$ cat src/rtl/wmb_pkg.sv
package wmb_pkg;
  typedef enum logic [1:0] {
    SLOT_EMPTY,
    SLOT_FILLING,
    SLOT_DRAINING,
    SLOT_WAITFILL
  } slotState_e;

  typedef struct packed {
    logic wrMerge;
    logic wrOpen;
    logic fillLoad;
  } sbStrobe_t;
endpackage

$ cat src/rtl/wmb_datapath.sv
module wmb_datapath
  import wmb_pkg::*;
#(
  parameter int NUM_SLOTS  = 4,
  parameter int LINE_BYTES = 32,
  parameter int LINE_AW    = 27,
  localparam int IDX_W     = $clog2(NUM_SLOTS),
  localparam int DATA_W    = LINE_BYTES * 8
) (
  input  logic                  clk,
  input  sbStrobe_t             strobe,
  input  logic [IDX_W-1:0]      wrIdx,
  input  logic [IDX_W-1:0]      tailIdx,
  input  logic [LINE_AW-1:0]    wrLine,
  input  logic                  wrSecure,
  input  logic                  wrAlloc,
  input  logic [DATA_W-1:0]     wrData,
  input  logic [LINE_BYTES-1:0] wrStrb,
  input  logic [DATA_W-1:0]     rdData,
  output logic [NUM_SLOTS-1:0]  matchVec,
  output logic [LINE_AW-1:0]    tailLine,
  output logic                  tailSecure,
  output logic                  tailAlloc,
  output logic [DATA_W-1:0]     tailData,
  output logic [LINE_BYTES-1:0] tailMask,
  output logic                  tailFull
);
  logic [LINE_AW-1:0]    slotLine   [NUM_SLOTS];
  logic                  slotSecure [NUM_SLOTS];
  logic                  slotAlloc  [NUM_SLOTS];
  logic [DATA_W-1:0]     slotData   [NUM_SLOTS];
  logic [LINE_BYTES-1:0] slotMask   [NUM_SLOTS];

  always_comb begin
    for (int s = 0; s < NUM_SLOTS; s++)
      matchVec[s] = (slotLine[s] == wrLine) && (slotSecure[s] == wrSecure);
  end

  always_ff @(posedge clk) begin
    for (int s = 0; s < NUM_SLOTS; s++) begin
      if ((strobe.wrOpen || strobe.wrMerge) && wrIdx == IDX_W'(s)) begin
        if (strobe.wrOpen) begin
          slotLine[s]   <= wrLine;
          slotSecure[s] <= wrSecure;
          slotAlloc[s]  <= wrAlloc;
        end
        for (int b = 0; b < LINE_BYTES; b++)
          if (wrStrb[b]) slotData[s][8*b +: 8] <= wrData[8*b +: 8];
        slotMask[s] <= strobe.wrOpen ? wrStrb : (slotMask[s] | wrStrb);
      end else if (strobe.fillLoad && tailIdx == IDX_W'(s)) begin
        for (int b = 0; b < LINE_BYTES; b++)
          if (!slotMask[s][b]) slotData[s][8*b +: 8] <= rdData[8*b +: 8];
        slotMask[s] <= '1;
      end
    end
  end

  assign tailLine   = slotLine[tailIdx];
  assign tailSecure = slotSecure[tailIdx];
  assign tailAlloc  = slotAlloc[tailIdx];
  assign tailData   = slotData[tailIdx];
  assign tailMask   = slotMask[tailIdx];
  assign tailFull   = &slotMask[tailIdx];
endmodule

$ cat src/rtl/wmb_control.sv
module wmb_control
  import wmb_pkg::*;
#(
  parameter int NUM_SLOTS = 4,
  localparam int IDX_W    = $clog2(NUM_SLOTS),
  localparam int CNT_W    = $clog2(NUM_SLOTS + 1)
) (
  input  logic                 clk,
  input  logic                 rstN,
  input  logic                 wrValid,
  input  logic [NUM_SLOTS-1:0] matchVec,
  input  logic                 tailAlloc,
  input  logic                 tailFull,
  input  logic                 lkHit,
  input  logic                 rdDataValid,
  output sbStrobe_t            strobe,
  output logic [IDX_W-1:0]     wrIdx,
  output logic [IDX_W-1:0]     tailIdx,
  output logic                 wrReady,
  output logic                 lkValid,
  output logic                 cwValid,
  output logic                 cwAlloc,
  output logic                 mwValid,
  output logic                 rdReqValid
);
  slotState_e          state [NUM_SLOTS];
  logic [IDX_W-1:0]    headPtr, tailPtr, hitIdx;
  logic [CNT_W-1:0]    used;
  logic                bufFull, startDrain, hitAny, accept, drainNow, freeSlot;
  slotState_e          tailState;

  function automatic logic [IDX_W-1:0] stepPtr(input logic [IDX_W-1:0] p);
    return (p == IDX_W'(NUM_SLOTS - 1)) ? '0 : p + 1'b1;
  endfunction

  assign bufFull    = (used == CNT_W'(NUM_SLOTS));
  assign tailState  = state[tailPtr];
  assign startDrain = (tailState == SLOT_FILLING) && (!wrValid || bufFull || tailFull);

  always_comb begin
    hitAny = 1'b0;
    hitIdx = '0;
    for (int s = 0; s < NUM_SLOTS; s++) begin
      if (matchVec[s] && state[s] == SLOT_FILLING &&
          !(startDrain && tailPtr == IDX_W'(s))) begin
        hitAny = 1'b1;
        hitIdx = IDX_W'(s);
      end
    end
  end

  assign wrReady         = hitAny || !bufFull;
  assign accept          = wrValid && wrReady;
  assign strobe.wrMerge  = accept && hitAny;
  assign strobe.wrOpen   = accept && !hitAny;
  assign strobe.fillLoad = (tailState == SLOT_WAITFILL) && rdDataValid;
  assign wrIdx           = hitAny ? hitIdx : headPtr;
  assign tailIdx         = tailPtr;

  assign drainNow   = (tailState == SLOT_DRAINING);
  assign lkValid    = drainNow && tailAlloc;
  assign mwValid    = drainNow && !tailAlloc;
  assign rdReqValid = lkValid && !lkHit && !tailFull;
  assign cwValid    = lkValid && (lkHit || tailFull);
  assign cwAlloc    = cwValid && !lkHit;
  assign freeSlot   = drainNow && !rdReqValid;

  always_ff @(posedge clk) begin
    if (!rstN) begin
      for (int s = 0; s < NUM_SLOTS; s++) state[s] <= SLOT_EMPTY;
      headPtr <= '0;
      tailPtr <= '0;
      used    <= '0;
    end else begin
      for (int s = 0; s < NUM_SLOTS; s++) begin
        if (strobe.wrOpen && headPtr == IDX_W'(s)) begin
          state[s] <= SLOT_FILLING;
        end else if (tailPtr == IDX_W'(s)) begin
          case (state[s])
            SLOT_FILLING:  if (startDrain) state[s] <= SLOT_DRAINING;
            SLOT_DRAINING: state[s] <= freeSlot ? SLOT_EMPTY : SLOT_WAITFILL;
            SLOT_WAITFILL: if (rdDataValid) state[s] <= SLOT_DRAINING;
            default:       state[s] <= state[s];
          endcase
        end
      end
      if (strobe.wrOpen) headPtr <= stepPtr(headPtr);
      if (freeSlot)      tailPtr <= stepPtr(tailPtr);
      used <= used + CNT_W'(strobe.wrOpen) - CNT_W'(freeSlot);
    end
  end
endmodule

$ cat src/rtl/wr_merge_buf.sv
module wr_merge_buf
  import wmb_pkg::*;
#(
  parameter int NUM_SLOTS  = 4,
  parameter int LINE_BYTES = 32,
  parameter int LINE_AW    = 27,
  localparam int IDX_W     = $clog2(NUM_SLOTS),
  localparam int DATA_W    = LINE_BYTES * 8
) (
  input  logic                  clk,
  input  logic                  rstN,
  input  logic                  wrValid,
  output logic                  wrReady,
  input  logic [LINE_AW-1:0]    wrLine,
  input  logic                  wrSecure,
  input  logic                  wrAlloc,
  input  logic [DATA_W-1:0]     wrData,
  input  logic [LINE_BYTES-1:0] wrStrb,
  output logic                  lkValid,
  input  logic                  lkHit,
  output logic                  cwValid,
  output logic                  cwAlloc,
  output logic                  mwValid,
  output logic                  rdReqValid,
  input  logic                  rdDataValid,
  input  logic [DATA_W-1:0]     rdData,
  output logic [LINE_AW-1:0]    outLine,
  output logic                  outSecure,
  output logic [DATA_W-1:0]     outData,
  output logic [LINE_BYTES-1:0] outMask
);
  sbStrobe_t            strobe;
  logic [IDX_W-1:0]     wrIdx, tailIdx;
  logic [NUM_SLOTS-1:0] matchVec;
  logic                 tailAlloc, tailFull;

  wmb_control #(.NUM_SLOTS(NUM_SLOTS)) ctrl (
    .clk(clk), .rstN(rstN), .wrValid(wrValid), .matchVec(matchVec),
    .tailAlloc(tailAlloc), .tailFull(tailFull), .lkHit(lkHit),
    .rdDataValid(rdDataValid), .strobe(strobe), .wrIdx(wrIdx),
    .tailIdx(tailIdx), .wrReady(wrReady), .lkValid(lkValid),
    .cwValid(cwValid), .cwAlloc(cwAlloc), .mwValid(mwValid),
    .rdReqValid(rdReqValid)
  );

  wmb_datapath #(.NUM_SLOTS(NUM_SLOTS), .LINE_BYTES(LINE_BYTES), .LINE_AW(LINE_AW)) dp (
    .clk(clk), .strobe(strobe), .wrIdx(wrIdx), .tailIdx(tailIdx),
    .wrLine(wrLine), .wrSecure(wrSecure), .wrAlloc(wrAlloc),
    .wrData(wrData), .wrStrb(wrStrb), .rdData(rdData),
    .matchVec(matchVec), .tailLine(outLine), .tailSecure(outSecure),
    .tailAlloc(tailAlloc), .tailData(outData), .tailMask(outMask),
    .tailFull(tailFull)
  );
endmodule

$ cat config.mk
export PLATFORM = sky130hd
export DESIGN_NAME = wr_merge_buf
export DESIGN_NICKNAME = d
export VERILOG_FILES = /design/src/rtl/wmb_pkg.sv /design/src/rtl/wmb_datapath.sv /design/src/rtl/wmb_control.sv /design/src/rtl/wr_merge_buf.sv
export SDC_FILE = /design/constraint.sdc
export NUM_CORES = 2
export LEC_CHECK = 0
export BUFFER_PORTS_ARGS = -buffer_cell sky130_fd_sc_hd__buf_4
export CAP_MARGIN = 10
export CORE_UTILIZATION = 30
export DETAILED_ROUTE_END_ITERATION = 16
export GPL_TIMING_DRIVEN = 0
export PLACE_DENSITY = 0.58
export SYNTH_ARGS = -nofsm -noshare
export SYNTH_HDL_FRONTEND = slang
export SYNTH_SLANG_ARGS = --single-unit
export TNS_END_PERCENT = 10
$ cat constraint.sdc
create_clock -name clk -period 5.63 [get_ports clk]
set_input_delay 0.8445 -clock clk [delete_from_list [all_inputs] [get_ports clk]]
set_output_delay 0.8445 -clock clk [all_outputs]
set_load 0.01 [all_outputs]
==> metrics <==
outcome=finished with violations; failing checks=negative setup slack; cts bufs inserted=155; top post-synthesis cells by count=edfxtp_1 (1244), mux2_2 (993), mux4_2 (319); asr flop ratio synth=0%; CTS tree=done; Clk pin slew, worst setup/hold paths=roughly 0.06 ns; I/O pins=900; hold depth=1; r2r endpoint=dp.slotLine[0][11]; Final Skew=0.0592 ns; number of synthesized register bits=1285; crit end category=register; Worst-Margin Slew=roughly 1.2 ns; R2R Setup Slk=-0.003 ns; Fmax=0.178 GHz; CTS Hold Buffers Added=0; CP arrival=around 6.2 ns; vias in the first global route=around 42000; dominant synthesized flop cell=edfxtp_1; clk buf depth=3; WHS=0.241 ns; crit start category=register; Pwr per Cell Area=around 380 mW/mm2; Die ar.=roughly 0.21 mm2; dpl hpwl=roughly 180 mm; Tcrit/Tclk final=100%; DR vias=slightly above 40000; Place WS=-1.19 ns; CP Max Fanout=10; area grow syn2layout=26.2%; Power Total=roughly 31 mW; Final Wtd Congestion=about 0.86; port bufs=around 900; Final Critical Period=approximately 5.6 ns; R2R depth=15; area share of the largest cell type after synthesis=between 50 and 60%; Post-DP Area=roughly 0.075 mm2; syn nets=approximately 4400; Hold Path Class=input port to register; critical path class=register to register; Final setup viols=2; mapped cell area=~0.064 mm2; Post-synth EDFFs=1244; die width=463 um; Fin. Hold Viols=0; Hold Crit Start=wrAlloc; Iter 0 DRT Violations=~3400; root cell of the clock tree=clkbuf_16; clk_lat worst skew=approximately 0.84 ns; post-synth cell types=52; sequential-to-total area share from yosys stat=around three fifths; Max VDD drop=approximately 0.00031 V; top-count cell post-synth=edfxtp_1; Max-Cap Viols=0; GRT overflow=0; Finished Cell Area=0.0804 mm2; Via density=~5.2; post-synthesis cell count=3770; Final Max Slew Viols=0; Avg Cell Area, Syn=~17 um2; Die Ht=463 um; largest area contributor in the netlist=edfxtp_1; first-pass iteration count of the detailed router=5; ranking of synthesized cells by area=edfxtp_1 (59%), mux2_2 (18%), mux4_2 (11%), xor2_1 (1.5%), dfxtp_1 (1.3%); Placed Instances=~7500; non-filler cells in the finished layout=a little under 8000; Hold EP=dp.slotAlloc[2]; Worst EP required=approximately 6.2 ns; initial antenna violation count=59; first-pass GRT wire length=about 340 mm; fraction of layout instances using a drive strength above 1=between 50% and 60%; Total GRT Usage=between 20% and 30%; DR WL/cell=31.3 um; yosys synthesis warning count=0; largest net degree at the start of global routing=30; FP Rows=168; Routed WL=about 250 mm; post-route ant nets=0; htree depth=4; Final Net Count=5473; # DRC=0; worst setup margin=-0.00325 ns; Core Area=0.210 mm2; max_slew headroom=19.6%; Leak=27.8 nW; Initial Util=a little under a third; RSZ-0062 raised after global routing=yes; Sink Count=about 1300
## flip-flops by register name (all words and copies together), names as in the netlist, named ones only
| register | count |
|---|---|
| ctrl.used | 3 |
| dp.slotMask | 128 |
| dp.slotAlloc | 4 |
| ctrl.tailIdx | 2 |
| ctrl.state | 8 |
| dp.slotData | 1024 |
| ctrl.headPtr | 2 |
| dp.slotLine | 108 |
| dp.slotSecure | 4 |
## routing by layer
layer	vias up	part of all wire [%]	global-route usage, %
li1	17600	-	-
met1	21300	39	27.6
met2	1730	48	36.2
met3	395	9.1	7.17
met4	52	4.1	9.34
met5	-	0.15	0
## worst max-delay path, cell delays in order (launching register included)
cell and delay (ns):
dfxtp_1 0.38, buf_4 0.34, buf_4 0.39, mux4_2 0.42
nand4_1 0.30, nor2_1 0.29, a31oi_1 0.28, o31ai_1 0.54
and3_1 0.28, nand2_1 0.19, clkbuf_2 0.37, clkbuf_2 0.41
buf_12 0.28, nor3_4 0.44, buf_6 0.22, buf_6 0.17
## through the flow
step	utilization [%]	setup TNS, ns
after floorplan	-	0
after global placement	35.2	-2609.07
after detailed placement	35.6	-939.27
after CTS	38.1	-13.75
after global routing	38.2	-11.84
final	38.2	-0.00567
## area by class of cell
cell class / count / area [um2]
timing repair buffer: 957 / 7490
antenna: 37 / 92.6
buffer: 154 / 722
multi-input combinational: 2282 / 25200
clock buffer: 188 / 4030
tap: 2805 / 3510
sequential: 1285 / 38200
fill: 19900 / 130000
clock inverter: 90 / 1020
inverter: 49 / 186
## cells in the final DEF, fill, tap and decap left out, types with 33 or more instances in the layout
master,n
a21o_1,33
xor2_1,112
mux4_2,319
buf_1,43
edfxtp_1,1244
inv_1,48
nor2_1,116
nand2_1,181
nor4_1,50
o21ai_2,60
clkbuf_1,91
clkinv_1,34
a21oi_1,103
buf_4,933
diode_2,37
dfxtp_1,41
mux2_2,993
clkbuf_16,156
## where the power goes
part / internal (mW) / leakage, nW / switching, mW
combinational: 3.73 / 13.7 / 4.89
clock: 5.84 / 2.46 / 4.29
sequential: 11.4 / 11.6 / 0.373
## worst max-delay path by stage
stage / to / cells after the start
finish: dp.slotLine[0][11] / 15
CTS: dp.slotData[0][53] / 12
floorplan: dp.slotMask[0][0] / 12
global route: dp.slotLine[0][11] / 15
detailed placement: dp.slotData[1][143] / 12
global placement: dp.slotMask[0][29] / 12
## cells by family after synthesis
group,Yosys count,share of synthesized area [%]
fa+ha+maj,11,0.228
buf+inv,203,1.32
compound gates,335,3.43
xor+xnor,114,1.57
simple gates,478,3.96
flops,1285,59.9
mux,1344,29.5
## what timing repair did
| action | CTS | global route |
|---|---|---|
| hold endpoints to repair | 0 | 0 |
| endpoints found under the setup margin | 1978 | 706 |
| gates resized for setup | 61 | 44 |
| setup buffers | 1 | 1 |
| pin swaps | 1 | 5 |
(Power assumes the default switching activity.)
